<file path="config.mk">
export PLATFORM = sky130hd
export DESIGN_NAME = adc_win_filter_bank
export DESIGN_NICKNAME = d
export VERILOG_FILES = /design/src/rtl/adc_wflt_pkg.sv /design/src/rtl/adc_flt_cell.sv /design/src/rtl/adc_flt_chan.sv /design/src/rtl/adc_win_filter_bank.sv
export SDC_FILE = /design/constraint.sdc
export NUM_CORES = 1
export LEC_CHECK = 0
export CORE_AREA = 2 2 209 211
export CTS_CLUSTER_DIAMETER = 150
export DETAILED_ROUTE_END_ITERATION = 8
export DIE_AREA = 0 0 211 213
export PLACE_DENSITY = 0.49
export SYNTH_ARGS = -nofsm -noshare
export SYNTH_HDL_FRONTEND = slang
export SYNTH_SLANG_ARGS = --single-unit
</file>
<file path="constraint.sdc">
create_clock -name clk_i -period 7.5 [get_ports clk_i]
set_input_delay 0.75 -clock clk_i [delete_from_list [all_inputs] [get_ports clk_i]]
set_output_delay 0.75 -clock clk_i [all_outputs]
set_load 0.005 [all_outputs]
</file>
<file path="src/rtl/adc_wflt_pkg.sv">
package adc_wflt_pkg;

  localparam int unsigned SMP_W    = 10;
  localparam int unsigned CFG_W    = 32;
  localparam int unsigned LO_LSB   = 2;
  localparam int unsigned COND_BIT = 12;
  localparam int unsigned HI_LSB   = 18;
  localparam int unsigned EN_BIT   = 31;

  typedef logic [SMP_W-1:0] smp_t;

  typedef struct packed {
    logic en;
    logic outside;
    smp_t hi;
    smp_t lo;
  } flt_cfg_t;

  function automatic flt_cfg_t unpack_cfg(input logic [CFG_W-1:0] w);
    flt_cfg_t c;
    c.en      = w[EN_BIT];
    c.outside = w[COND_BIT];
    c.hi      = w[HI_LSB +: SMP_W];
    c.lo      = w[LO_LSB +: SMP_W];
    return c;
  endfunction

  function automatic logic in_window(input smp_t lo, input smp_t hi, input smp_t s);
    return (s >= lo) && (s <= hi);
  endfunction

  function automatic logic out_window(input smp_t lo, input smp_t hi, input smp_t s);
    return (s > hi) || (s < lo);
  endfunction

  function automatic logic flt_hit(input flt_cfg_t c, input smp_t s);
    logic cond_ok;
    cond_ok = c.outside ? out_window(c.lo, c.hi, s) : in_window(c.lo, c.hi, s);
    return c.en && cond_ok;
  endfunction

endpackage

</file>
<file path="src/rtl/adc_flt_cell.sv">
module adc_flt_cell
  import adc_wflt_pkg::*;
(
  input  logic [CFG_W-1:0] cfg_word_i,
  input  smp_t             smp_i,
  output logic             hit_o
);

  flt_cfg_t cfg;
  logic     unused_rsvd;

  assign cfg         = unpack_cfg(cfg_word_i);
  assign unused_rsvd = ^{cfg_word_i[LO_LSB-1:0],
                         cfg_word_i[HI_LSB-1:COND_BIT+1],
                         cfg_word_i[EN_BIT-1:HI_LSB+SMP_W]};
  assign hit_o       = flt_hit(cfg, smp_i);

endmodule

</file>
<file path="src/rtl/adc_flt_chan.sv">
module adc_flt_chan
  import adc_wflt_pkg::*;
#(
  parameter int unsigned NUM_FLT = 8
) (
  input  logic                     clk_i,
  input  logic                     rst_ni,
  input  smp_t                     smp_i,
  input  logic                     vld_i,
  input  logic [NUM_FLT*CFG_W-1:0] cfg_i,
  output logic [NUM_FLT-1:0]       hit_o
);

  smp_t held_q;
  smp_t eff_smp;

  always_ff @(posedge clk_i or negedge rst_ni) begin
    if (!rst_ni) begin
      held_q <= '0;
    end else if (vld_i) begin
      held_q <= smp_i;
    end
  end

  // a sample arriving now takes part in this cycle's evaluation
  assign eff_smp = vld_i ? smp_i : held_q;

  for (genvar f = 0; f < NUM_FLT; f++) begin : g_cell
    adc_flt_cell u_cell (
      .cfg_word_i (cfg_i[f*CFG_W +: CFG_W]),
      .smp_i      (eff_smp),
      .hit_o      (hit_o[f])
    );
  end

endmodule

</file>
<file path="src/rtl/adc_win_filter_bank.sv">
module adc_win_filter_bank
  import adc_wflt_pkg::*;
#(
  parameter int unsigned NUM_CH  = 2,
  parameter int unsigned NUM_FLT = 8
) (
  input  logic                            clk_i,
  input  logic                            rst_ni,
  input  logic [NUM_CH*SMP_W-1:0]         smp_i,
  input  logic [NUM_CH-1:0]               smp_vld_i,
  input  logic [NUM_CH*NUM_FLT*CFG_W-1:0] cfg_i,
  output logic [NUM_FLT-1:0]              match_o
);

  localparam int unsigned CH_CFG_W = NUM_FLT * CFG_W;

  logic [NUM_CH*NUM_FLT-1:0] hit_all;
  logic [NUM_FLT-1:0]        hit_and;
  logic [NUM_FLT-1:0]        match_q;
  logic                      eval_go;

  for (genvar c = 0; c < NUM_CH; c++) begin : g_chan
    adc_flt_chan #(.NUM_FLT(NUM_FLT)) u_chan (
      .clk_i  (clk_i),
      .rst_ni (rst_ni),
      .smp_i  (smp_i[c*SMP_W +: SMP_W]),
      .vld_i  (smp_vld_i[c]),
      .cfg_i  (cfg_i[c*CH_CFG_W +: CH_CFG_W]),
      .hit_o  (hit_all[c*NUM_FLT +: NUM_FLT])
    );
  end

  // the last channel's strobe closes a sampling round
  assign eval_go = smp_vld_i[NUM_CH-1];

  always_comb begin
    hit_and = '1;
    for (int c = 0; c < NUM_CH; c++) begin
      hit_and = hit_and & hit_all[c*NUM_FLT +: NUM_FLT];
    end
  end

  always_ff @(posedge clk_i or negedge rst_ni) begin
    if (!rst_ni) begin
      match_q <= '0;
    end else if (eval_go) begin
      match_q <= hit_and;
    end
  end

  assign match_o = match_q;

endmodule

</file>
=== Word level (Yosys, flattened, before mapping) ===
Cells that the tools add are included.

* $add $sub $neg: 0
* Multiply operators: 0
* Divide/modulo/power cells: 0
* Order comparisons: 64
* Equal/unequal tests: 0
* Shift-type cells: 0
* Multiplexer cells: 18
* Bitwise logic cells: 1
* Reductions and logical operators: 48

{| class="wikitable"
|+ Operator list
! kind !! count
|-
| 10-bit greater-or-equal comparator || 16
|-
| 10-bit greater-than comparator || 16
|-
| 10-bit less-or-equal comparator || 16
|-
| 10-bit less-than comparator || 16
|-
| 1-bit logical AND || 32
|-
| 10-bit 2-to-1 mux || 2
|-
| 1-bit logical OR || 16
|-
| 1-bit 2-to-1 mux || 16
|-
| 8-bit AND || 1
|}

* Flip-flop bits (word level): 28
* Bits in latches: 0
* Memory bits (writable): 0
* Memory bits (read-only): 0
* Output and inout port bits: 8
* Logic and storage cells: 134
* Memories kept: 0

=== Depth between registers and ports, before layout ===
* Depth in word-level cells: 6
* Gate-level depth with buffers: 11

=== Modules after synthesis ===
From an unflattened synthesis, not the netlist that was laid out.

* Cell total of the unflattened synthesis: 1259
* Area, all modules: 9750.6 µm²

{| class="wikitable"
|+ By module, submodules not included
! module !! times used !! cells each !! area an instance (µm²) !! seq. area each (µm²)
|-
| adc_flt_cell || 16 || 74 || 536.8 || 0.0
|-
| adc_flt_chan || 2 || 21 || 411.6 || 250.2
|-
| adc_win_filter_bank || 1 || 33 || 339.1 || 200.2
|}

=== Worst setup path after synthesis ===
Ideal clock, no wire load.

* Kind: input port to flip-flop
* Start: input port smp_vld_i[1]
* End: register match_q[0] (netlist: match_o[0])
* Library setup time: 0.125 ns
* Arrival: 3.453 ns
* Required time: 7.375 ns
* Path slack: 3.922 ns
* Stages on the path: 11
* Path through: buf_2 -> buf_2 -> clkbuf_1 -> mux2i_1 -> ha_1 -> inv_1 -> a21oi_1 -> nor3_1 -> or4_1 -> a21oi_1 -> o41ai_2

* Longest elaborated chain between the ends: 6
* Elaborated cells between the ends (all ways): 10
* Those cells by class: 4 x order compare; 2 x mux; 1 x bitwise; 3 x reduce/logical

{| class="wikitable"
|+ RTL lines
! what !! line !! text
|-
| start: declaration || adc_win_filter_bank.sv:10 || <nowiki>input logic [NUM_CH-1:0] smp_vld_i,</nowiki>
|-
| 10-bit 2-to-1 mux || adc_flt_chan.sv:26 || <nowiki>assign eff_smp = vld_i ? smp_i : held_q;</nowiki>
|-
| 10-bit greater-or-equal comparator (tied with other cells) || adc_wflt_pkg.sv:29 || <nowiki>return (s >= lo) && (s <= hi);</nowiki>
|-
| 1-bit logical AND / 1-bit logical OR (equally long branches) || adc_wflt_pkg.sv:29, adc_wflt_pkg.sv:33 ||
|-
| 1-bit 2-to-1 mux || adc_wflt_pkg.sv:38 || <nowiki>cond_ok = c.outside ? out_window(c.lo, c.hi, s) : in_window(c.lo, c.hi, s);</nowiki>
|-
| 1-bit logical AND || adc_wflt_pkg.sv:39 || <nowiki>return c.en && cond_ok;</nowiki>
|-
| 8-bit AND || adc_win_filter_bank.sv:39 || <nowiki>hit_and = hit_and & hit_all[c*NUM_FLT +: NUM_FLT];</nowiki>
|-
| end signal: assignment || adc_win_filter_bank.sv:47 || <nowiki>match_q <= hit_and;</nowiki>
|-
| end: declaration || adc_win_filter_bank.sv:19 || <nowiki>logic [NUM_FLT-1:0] match_q;</nowiki>
|}

Several ways; a longest one is shown, not always the timed one.
A chain may end at the register's enable or synchronous reset.

=== Worst setup path in the final report ===
* Start: input port smp_vld_i[0]
* End: register match_q[1] (netlist: match_o[1])

* Longest elaborated chain between the ends: 6
* Elaborated cells between the ends (all ways): 10
* Those cells by class: 4 x order compare; 2 x mux; 1 x bitwise; 3 x reduce/logical

{| class="wikitable"
|+ RTL lines
! what !! line !! text
|-
| 10-bit 2-to-1 mux (*) || n/a ||
|-
| net g_chan[0].u_chan.eff_smp[4] || adc_flt_chan.sv:15 || <nowiki>smp_t eff_smp;</nowiki>
|-
| 10-bit greater-or-equal comparator (tied with other cells) || adc_wflt_pkg.sv:29 ||
|-
| 1-bit logical AND / 1-bit logical OR (equally long branches) || adc_wflt_pkg.sv:29, adc_wflt_pkg.sv:33 ||
|-
| 1-bit 2-to-1 mux (*) || adc_wflt_pkg.sv:38 ||
|-
| 1-bit logical AND (*) || adc_wflt_pkg.sv:39 ||
|-
| 8-bit AND (*) || adc_win_filter_bank.sv:39 ||
|}

Mark *: on every way through the listed nets, which the timed path passes. The rest lies on a longest branch.

==> reports/metrics.cfg <==
[global_route]
first_global_vias = 10200
grt_util_all_layers_pct = 16.2
grt_max_degree = 29
overflow = 0
grt_first_pass_wirelength_um = 56000
antenna_found_initial = 1

[synth]
synth_top_family_by_area = adder cells
ys_ff_latch = 28
netlist_instances = 1214
synth_mux_area_share_pct = 2.37
synth_xor_area_share_pct = 0
synth_compound_area_share_pct = 20.6
ys_warn_count = 0
synth_sequential_area_ratio_pct = 7.44
syn-cell-area_um2 = 9410
synth.avg_cell_area_um2 = 7.75
synth_simple_gate_area_share_pct = 14.0
synth_nets = 2070
ys_types = 33
synth_fa_ha_area_share_pct = 42.5

[clock_network]
insertion_delay_ps = 280
clock-sinks = 28
clock-root-buffer = clkbuf_16
clkTransAtPathRegs_ps = 90
cts_buffers = 3
hold_buffers = 0
cts_setup_buffers = 0
cts.path.max_buffers = 2
cts_tree = yes
ctsResizeCount = 0
htree_levels = 1

[floorplanning]
die_w_um = 211
die_area_um2 = 44900
initial_core_util_pct = 22.0
core_area_um2 = 42700
io_pins = 544
fp.dieH_um = 213
fp-row-count = 76

[sta]
min_period_over_period_pct = 51.3
final-setup-viol-count = 0
finClkSkew_ps = 7.54
max_freq_mhz = 260
fin_ws_ps = 3650
worst_hold_slack_ps = 497
period_minus_slack_ps = 3850
rsz0062_at_grt = false
finalSetupTns_ps = 0
tightest_slew_ps = 936
hold_viol = 0
slew_headroom_pct = 36.2
slew_viol_final = 0

[placed_design]
gp_congestion = 0.863
port_buffers = 383
hpwl_um = 30700
dpl_cell_area_um2 = 13900
place_worst_setup_slack_ps = 3210
dp.cells = 2140

[flow_run]
maxCapViolCount = 0

[outcome]
status = complete, no violations

[pwr]
p_leak_uw = 0.00726
combPwrFrac_pct = 72.3
p_switching_uw = 521
powerDensity_nw_per_um2 = 88.2
p_sw_share_pct = 42.1
max-vdd-ir-drop_uv = 81.5
p_int_uw = 717
clockPowerShare_pct = 14.0
p_seq_share_pct = 13.7

[detailed_routing]
drtPass1Iterations = 4
vias = 9856
antenna_left = 0
wl_per_cell_um = 17.3
drtIter0Drc = 314
routed_wl_um = 37100
drc = 0
vias_per_cell = 4.60

[cells_and_area]
antenna_cells = 0
fin_cells = 2144
layout-drive-gt1-share_pct = 3.69
areaGrowthSynthToFinish_pct = 49.2
nFillCells = 4485
design_area_um2 = 14000
fin_nets = 2455

[setup_path]
reg2reg_depth = 7
cp-endpoint = match_o[1]$_DFFE_PN0P_
crit_fanout = 17
r2r_end = match_o[0]$_DFFE_PN0P_
cp-startpoint = smp_vld_i[0]
start_kind = input pin
reg2reg_from = g_chan[1].u_chan.held_q[7]$_DFF_PN0_
critical_path_arrival_ps = 4010
crit_required_ps = 7660
critPathCaptureType = register
worstSetupPathType = input pin to register
reg2reg_slack_ps = 4640

[worst_hold_path]
hold_depth = 2
hp-class = register to register

critical path, stage by stage:
cell	delay (ps)
clkdlybuf4s50_1	840
mux2_2	640
ha_1	390
and3_1	170
o21ai_0	210
a31oi_1	140
or3_1	360
a21oi_1	400
o41ai_2	100
metrics by stage:
stage	power (uW)	utilization, %
6_report	1240	32.9
5_1_grt	1390	32.9
3_3_place_gp	1050	32.6
3_5_place_dp	1080	32.6
2_1_floorplan	672	-
4_1_cts	1260	32.9
Yosys cell counts:
cell type  count  area [um^2]
nor2_1        31          116
o21ai_0       53          265
a31oi_1        8         50.1
dfrtp_1       28          701
and4_1         7         61.3
o211a_1        8         80.1
buf_2          2         10.0
o21ai_1        2         10.0
nand4_1       49          307
a211oi_1      28          210
o31a_1         8         70.1
a21oi_1       92          460
and3_1         8         50.1
mux2i_1        2         20.0
nand3_2        4         40.0
a32o_1         8         80.1
nor3_1        29          145
nor2b_1        8         50.1
ha_1         320         4000
a21o_1        40          300
mux2_2        18          203
a21oi_2        4         35.0
o41ai_2       16          260
inv_1        322         1210
a211oi_2       4         50.1
o21bai_1       9         67.6
or3_1          8         50.1
or4_1          8         60.1
clkbuf_1       2         7.51
nand3_1       35          175
nand2b_1      16          100
nor3_2         4         40.0
nand2_1       33          124
layer usage:
| metal | global-route usage [%] | vias up | share of wire, % |
|---|---|---|---|
| li1 | - | 5071 | - |
| met1 | 20.6 | 4442 | 45 |
| met2 | 29.2 | 310 | 47 |
| met3 | 2.91 | 31 | 6.9 |
| met4 | 2.28 | 2 | 0.98 |
| met5 | 0 | - | 0.035 |
cells in the final DEF, fill, tap and decap left out, drive strengths merged, types with 32 or more instances in the layout:
cell / instances
a21oi: 96
nor3: 33
nand2: 33
a211oi: 32
clkdlybuf4s50: 381
a21o: 40
ha: 320
inv: 322
nand3: 39
nand4: 49
o21ai: 55
how the worst min path moves through the flow:
stage                                                 to                    from
global placement                  match_o[3]$_DFFE_PN0P_  match_o[3]$_DFFE_PN0P_
floorplan           g_chan[0].u_chan.held_q[0]$_DFF_PN0_                  rst_ni
CTS                               match_o[7]$_DFFE_PN0P_  match_o[7]$_DFFE_PN0P_
finish                            match_o[7]$_DFFE_PN0P_  match_o[7]$_DFFE_PN0P_
global route                      match_o[1]$_DFFE_PN0P_  match_o[1]$_DFFE_PN0P_
detailed placement                match_o[6]$_DFFE_PN0P_  match_o[6]$_DFFE_PN0P_
power by group through the flow:
stage / Combinational, uW / Clock (uW) / Sequential, uW
6_report: 896 / 173 / 170
3_3_place_gp: 882 / 0 / 172
3_5_place_dp: 905 / 0 / 173
4_1_cts: 911 / 184 / 170
2_1_floorplan: 501 / 0 / 171
5_1_grt: 1030 / 189 / 171
registers in the layout, summed over array words and instances (netlist names):
| register | cells |
|---|---|
| match_o | 8 |
| g_chan.u_chan.held_q | 20 |
logic make-up (layout without fill, tap and decap cells):
family | Yosys count | in the layout
compound gates | 280 | 280
fa+ha+maj | 320 | 320
flops | 28 | 28
mux | 20 | 20
simple gates | 240 | 240
buf+inv | 326 | 710
layout make-up:
type                            count  area (um^2)  share of cell area (%)
Multi-Input combinational cell    860         7510                    53.5
Timing Repair Buffer              384         3830                    27.3
Inverter                          322         1210                    8.61
Sequential cell                    28          701                    4.99
Tap cell                          546          683                    4.87
Clock buffer                        3         75.1                   0.535
Clock inverter                      1         30.0                   0.214
Power figures use the tool's default switching activity.
